[src/rtl/mli_pkg.sv]
package mli_pkg;
  // Strobes from the control logic to the datapath registers.
  typedef struct packed {
    logic setStat;   // record a line change
    logic clrStat;   // clear the status (0->1 on hidden flop, no set)
    logic loadClr;   // load the hidden clear flop from the write data
    logic clrVal;    // value to load
    logic dropClr;   // hardware return of the hidden flop to 0
  } mliStrobe_t;
endpackage

[src/rtl/mli_ctrl.sv]
module mli_ctrl
  import mli_pkg::*;
(
  input  logic       clk,
  input  logic       rst_n,
  input  logic       edgeSeen,
  input  logic       statusQ,
  input  logic       clrQ,
  input  logic       clrWrEn,
  input  logic       clrWrData,
  output mliStrobe_t strb
);
  logic clrRise;

  always_comb begin
    clrRise      = clrWrEn & clrWrData & ~clrQ;
    strb.setStat = edgeSeen;
    strb.clrStat = clrRise & ~edgeSeen;   // set event has priority
    strb.loadClr = clrWrEn;
    strb.clrVal  = clrWrData;
    strb.dropClr = ~clrWrEn & ~statusQ;
  end

  // set beats a simultaneous clear
  p_set_wins_r5: assert property (@(posedge clk) disable iff (!rst_n)
    (edgeSeen && clrWrEn && clrWrData) |=> statusQ);
  // status only falls after a 0->1 write on the hidden flop
  p_rise_only_r3: assert property (@(posedge clk) disable iff (!rst_n)
    $fell(statusQ) |-> $past(clrWrEn && clrWrData && !clrQ));
  // writing 0 re-arms the flop
  p_arm_r6: assert property (@(posedge clk) disable iff (!rst_n)
    (clrWrEn && !clrWrData) |=> !clrQ);
  // hardware return to 0 while status is low
  p_self_reset_r4: assert property (@(posedge clk) disable iff (!rst_n)
    (!statusQ && !clrWrEn) |=> !clrQ);
endmodule

[src/rtl/mli_dp.sv]
module mli_dp
  import mli_pkg::*;
#(
  parameter int SYNC_STAGES = 2
) (
  input  logic       clk,
  input  logic       rst_n,
  input  logic       ctsAsync,
  input  mliStrobe_t strb,
  input  logic       maskWrEn,
  input  logic       maskWrData,
  output logic       edgeSeen,
  output logic       statusQ,
  output logic       clrQ,
  output logic       maskedIrq
);
  localparam int LAST = SYNC_STAGES - 1;

  logic [LAST:0] syncQ;
  logic          ctsPrev;
  logic          histValid;
  logic          maskQ;

  // Synchronizer chain: free-running so that it tracks the line during reset.
  always_ff @(posedge clk) begin
    syncQ[0] <= ctsAsync;
  end
  for (genvar g = 1; g < SYNC_STAGES; g++) begin : g_sync
    always_ff @(posedge clk) begin
      syncQ[g] <= syncQ[g-1];
    end
  end

  // Edge history follows the synchronized level, also while in reset.
  always_ff @(posedge clk) begin
    ctsPrev <= syncQ[LAST];
  end

  always_ff @(posedge clk or negedge rst_n) begin
    if (!rst_n) histValid <= 1'b0;
    else        histValid <= 1'b1;
  end

  assign edgeSeen = histValid & (syncQ[LAST] ^ ctsPrev);

  always_ff @(posedge clk or negedge rst_n) begin
    if (!rst_n)            statusQ <= 1'b0;
    else if (strb.setStat) statusQ <= 1'b1;
    else if (strb.clrStat) statusQ <= 1'b0;
  end

  always_ff @(posedge clk or negedge rst_n) begin
    if (!rst_n)            clrQ <= 1'b0;
    else if (strb.loadClr) clrQ <= strb.clrVal;
    else if (strb.dropClr) clrQ <= 1'b0;
  end

  always_ff @(posedge clk or negedge rst_n) begin
    if (!rst_n)        maskQ <= 1'b0;
    else if (maskWrEn) maskQ <= maskWrData;
  end

  assign maskedIrq = statusQ & maskQ;

  // a detected change always leaves the status set
  p_edge_sets_r1: assert property (@(posedge clk) disable iff (!rst_n)
    edgeSeen |=> statusQ);
  // masked output never exceeds raw status
  p_mask_sub_r7: assert property (@(posedge clk) disable iff (!rst_n)
    maskedIrq |-> statusQ);
endmodule

[src/rtl/modem_cts_irq.sv]
module modem_cts_irq
  import mli_pkg::*;
#(
  parameter int SYNC_STAGES = 2
) (
  input  logic clk,
  input  logic rst_n,
  input  logic ctsAsync,
  input  logic clrWrEn,
  input  logic clrWrData,
  input  logic maskWrEn,
  input  logic maskWrData,
  output logic rawIrq,
  output logic maskedIrq
);
  mliStrobe_t strb;
  logic       edgeSeen;
  logic       statusQ;
  logic       clrQ;

  mli_ctrl u_ctrl (
    .clk       (clk),
    .rst_n     (rst_n),
    .edgeSeen  (edgeSeen),
    .statusQ   (statusQ),
    .clrQ      (clrQ),
    .clrWrEn   (clrWrEn),
    .clrWrData (clrWrData),
    .strb      (strb)
  );

  mli_dp #(.SYNC_STAGES(SYNC_STAGES)) u_dp (
    .clk        (clk),
    .rst_n      (rst_n),
    .ctsAsync   (ctsAsync),
    .strb       (strb),
    .maskWrEn   (maskWrEn),
    .maskWrData (maskWrData),
    .edgeSeen   (edgeSeen),
    .statusQ    (statusQ),
    .clrQ       (clrQ),
    .maskedIrq  (maskedIrq)
  );

  assign rawIrq = statusQ;
endmodule

[config.mk]
export PLATFORM = sky130hd
export DESIGN_NAME = modem_cts_irq
export DESIGN_NICKNAME = d
export VERILOG_FILES = /design/src/rtl/mli_pkg.sv /design/src/rtl/mli_ctrl.sv /design/src/rtl/mli_dp.sv /design/src/rtl/modem_cts_irq.sv
export SDC_FILE = /design/constraint.sdc
export NUM_CORES = 1
export LEC_CHECK = 0
export BUFFER_PORTS_ARGS = -buffer_cell sky130_fd_sc_hd__buf_2
export CORE_AREA = 2 2 39 41
export CTS_CLUSTER_SIZE = 20
export DETAILED_ROUTE_END_ITERATION = 7
export DIE_AREA = 0 0 41 43
export PLACE_DENSITY = 0.39
export REMOVE_ABC_BUFFERS = 1
export SETUP_SLACK_MARGIN = 0.1
export SYNTH_ARGS = -nofsm -noshare
export SYNTH_HDL_FRONTEND = slang
export SYNTH_SLANG_ARGS = --single-unit
[constraint.sdc]
create_clock -name clk -period 1.5 [get_ports clk]
set_clock_uncertainty 0.05 [all_clocks]
set_input_delay 0.075 -clock clk [delete_from_list [all_inputs] [get_ports clk]]
set_output_delay 0.075 -clock clk [all_outputs]
set_load 0.01 [all_outputs]
# == Word level (Yosys, flattened, before mapping) ==
# Cells that the tools add are included.
# op_classes
eq_ne,0
reduce_logical,2
n_bitwise,11
n_div,0
n_shift,0
mul,0
order_cmp,0
n_mux,4
addsub,0
# op_table
op,n
1-bit bitwise AND,6
1-bit two-way mux,4
1-bit NOT,4
2-bit nonzero test,2
1-bit XOR,1
# word_totals
mem_bits_rw,0
word_cells,24
inputBits,7
ff_bits,7
mem_bits_ro,0
output_inout_bits,2
latchBits,0
memories,0

# == Logic depth before layout (Yosys ltp) ==
# logic_depth
depth_word,6
ltp_mapped,2
mapped_depth_nobuf,2

# == Hierarchy ==
# From an unflattened synthesis, not the netlist that was laid out.
# hier_totals
hier_cells,22
area_unflattened_um2,265.3
# modules_own_cells
module,area_per_inst_um2,seq_area_each_um2,instances,cells_per_inst
mli_dp,226.5,160.2,1,17
mli_ctrl,38.8,0.0,1,5

# == Worst setup path before layout ==
# Ideal clock, no wire load.
# synth_timing
path_kind,reg2reg
start,register u_dp.clrQ
end,register u_dp.statusQ
synth_period_minus_slack_ps,875
arrival_ps,704
slack_ps,625
stages_incl_launch_ff,3
cell_sequence,dfrtp_1 -> nand3b_1 -> a22o_1
# synth_via
elab_chain_len,4
# synth_rtl
item,line_no,source
"start, declared",mli_dp.sv:14,"output logic clrQ,"
"start signal, assigned",mli_dp.sv:54,else if (strb.loadClr) clrQ <= strb.clrVal;
1-bit NOT,mli_ctrl.sv:16,clrRise = clrWrEn & clrWrData & ~clrQ;
1-bit bitwise AND,mli_ctrl.sv:16,
1-bit bitwise AND,mli_ctrl.sv:18,strb.clrStat = clrRise & ~edgeSeen;
2-bit nonzero test (no line),n/a,
"end signal, assigned",mli_dp.sv:47,if (!rst_n) statusQ <= 1'b0;
"end signal, assigned",mli_dp.sv:48,else if (strb.setStat) statusQ <= 1'b1;
"end signal, assigned",mli_dp.sv:49,else if (strb.clrStat) statusQ <= 1'b0;
"end, declared",mli_dp.sv:13,"output logic statusQ,"
# No other way between the ends.
# A chain may end at the register's enable or synchronous reset.

# == Final worst setup path ==
# layout_timing
start,input clrWrData
end,register u_dp.clrQ
# layout_via
elab_chain_len,1
# layout_rtl
item,line_no,source
"start, declared",modem_cts_irq.sv:10,"input logic clrWrData,"
1-bit two-way mux,mli_dp.sv:54,
# No other way between the ends.

==> flow_metrics.env <==
export IMPL_core_um2=1384
export IMPL_root_buffer="clkbuf_4"
export IMPL_hold_viol_final=0
export IMPL_p_sw_uw=88.81
export IMPL_synth_top_cell_area_share=0.4520
export IMPL_p_per_area_nw_per_um2=1216
export IMPL_slew_violations=0
export IMPL_die_y_um=43
export IMPL_ys_ff_latch=7
export IMPL_synth_edf_count=0
export IMPL_syn_cell_area_um2=221.5
export IMPL_final_util=0.2514
export IMPL_die_area_um2=1763
export IMPL_ant_nets=0
export IMPL_io_buffers=8
export IMPL_drcViolationCount=0
export IMPL_syn_avg_cell_area_um2=13.84
export IMPL_viasPerCell=3.313
export IMPL_synthTopCellsByCount="dfrtp_1 (4), dfxtp_1 (3), nand2_1 (2), nand3b_1 (2)"
export IMPL_crit_arrival_ns=1.37
export IMPL_synth_top_area_cell="dfrtp_1"
export IMPL_drtIter0Drc=1
export IMPL_ys_seq_area_frac=0.7232
export IMPL_vias=159
export IMPL_cp_slowest_cell="dlygate4sd3_1"
export IMPL_crit_fanout=2
export IMPL_status="finished, final reports clean"
export IMPL_r2r_cells=2
export IMPL_vdd_drop_max_mv=0.3475
export IMPL_cts_buffers=3
export IMPL_crit_chain="dlygate4sd3_1, buf_2, nand2_1, dlygate4sd3_1, nand2_1"
export IMPL_post_cts_buffers=0
export IMPL_yosysWarnings=0
export IMPL_start_kind="input pin"
export IMPL_overflow=0
export IMPL_p_total_uw=422.8
export IMPL_cp_top_family="buffers and inverters"
export IMPL_path_depth=5
export IMPL_cts_max_path_buffers=2
export IMPL_fillers=148
export IMPL_async_flop_share=0.5714
export IMPL_drive_above_1_share=0.3750
export IMPL_areaGrowthSynthToFinish_pct=57.06
export IMPL_p_leak_nw=0.1618
export IMPL_place_congestion=0.5546
export IMPL_crit_required_ns=1.58
export IMPL_critPathKind="input pin to register"
export IMPL_max_freq_mhz=777.5
export IMPL_crit_buf_inv=3
export IMPL_diodes=0
export IMPL_synth_most_common_cell="dfrtp_1"
export IMPL_clk_pin_slew_ns=0.05
export IMPL_p_seq_frac=0.500
export IMPL_dp_hpwl_um=289.3
export IMPL_ys_flop_type="dfrtp_1"
export IMPL_die_x_um=41
export IMPL_hp_class="input pin to register"
export IMPL_first_pass_iters=2
export IMPL_finalSetupViolations=0
export IMPL_htreeDepth=1
export IMPL_synthCells=16
export IMPL_cts_tree="built"
export IMPL_combPwrFrac=0.114
export IMPL_slowest_delay_ns=0.54
export IMPL_finalCriticalPeriod_ns=1.286
export IMPL_fin_crit_sh=0.8575
export IMPL_antenna_found_initial=0
export IMPL_synth_cell_types=9
export IMPL_rsz0062_at_grt="no"
export IMPL_grt_pass1_wl_um=572
export IMPL_crit_path_end_kind="register"
export IMPL_wl_um=376
export IMPL_ios=9
export IMPL_clock_sinks=7
export IMPL_power_share_clock=0.386
export IMPL_setup_tns_ns=0
export IMPL_yosys_top_cells_area="dfrtp_1 (45%), dfxtp_1 (27%), nand3b_1 (6.8%), mux2_2 (5.1%), a22o_1 (4.0%)"
export IMPL_min_path_cells=2
export IMPL_track_usage=0.05657
export IMPL_final_nets=40
export IMPL_grt_pass1_vias=141
export IMPL_grt_max_degree=5
export IMPL_switching_share=0.2100
export IMPL_initial_utilization=0.1600
export IMPL_p_int_uw=334.0
export IMPL_cap_violations=0
export IMPL_rows=14
export IMPL_clock_latency_ns=0.24
export IMPL_routedWlPerCell_um=7.833
[flip-flops by register name (all words and copies together) (netlist names)]
signal / cells
u_dp.ctsPrev: 1
u_dp.syncQ: 2
u_dp.clrQ: 1
u_dp.statusQ: 1
u_dp.histValid: 1
u_dp.maskQ: 1
[worst reg2reg max path: cells and delay by family, from the launching register on]
kind,cells,cell delay (ns)
flops,1,0.37
compound gates,1,0.23
simple gates,1,0.15
[power groups by stage]
stage | logic (mW) | clock network [mW] | registers [mW]
after CTS | 0.0491 | 0.176 | 0.212
after global placement | 0.0391 | 0 | 0.215
after floorplan | 0.0180 | 0 | 0.216
final | 0.0481 | 0.163 | 0.212
after global routing | 0.0537 | 0.193 | 0.214
after detailed placement | 0.0410 | 0 | 0.215
[worst paths after layout]
kind | startpoint | endpoint | slack [ns]
worst max register to register | u_dp.clrQ | u_dp.statusQ | 0.59
worst min register to register | u_dp.syncQ[0] | u_dp.syncQ[1] | 0.28
min in group asynchronous | rst_n | u_dp.maskQ | 0.12
max in group asynchronous | rst_n | u_dp.statusQ | 1.16
worst max-delay path | clrWrData | u_dp.clrQ | 0.21
worst min-delay path | maskWrData | u_dp.maskQ | 0.02
[placed cells by master (no fill, tap or decap)]
master / n
xor2_1: 1
conb_1: 1
and2_1: 1
mux2_2: 1
a22o_1: 1
nand2_1: 2
dlygate4sd3_1: 4
dfxtp_1: 3
nand3b_1: 2
buf_2: 8
clkbuf_1: 1
dfrtp_1: 4
clkbuf_4: 3
[per-layer routing]
layer / routed length (µm) / GRT usage
met5: 0 / 0
met4: 0 / 0.06000
met3: 57 / 0.04712
met2: 148 / 0.06250
met1: 170 / 0.05902
[kinds of logic after synthesis]
group	share of synthesized area
AOI/OAI and AO/OA	0.03956
xor gates and xnor gates	0.03956
DFF	0.7232
muxes	0.05084
other	0.01693
and+or+nand+nor	0.1300
[through the flow]
step                std cells  cell area (µm²)  worst slack [ns]  hold slack (ns)
CTS                        48            347.8            0.2116         0.008888
finish                     48            347.8            0.2138          0.01968
detailed placement         40            281.5            0.5881          -0.1634
floorplan                  16            221.5            0.6248          -0.2706
global route               48            347.8            0.1928        0.0006956
global placement           40            281.5            0.6035          -0.1683
[what timing repair did]
item,CTS,global route
resized for setup,0,0
endpoints found under the setup margin,0,0
hold buffers,4,0
endpoints found under the hold margin,6,0
[area by class of cell]
type                    instances  area, µm²  share of cell area
well taps                      16      20.02             0.05755
repair buffers                 12      80.08              0.2302
clock buffers                   4      26.28             0.07554
flip-flops and latches          7      160.2              0.4604
multi-input cells               9      61.31              0.1763
No activity file was read; power rests on OpenSTA's default activity.
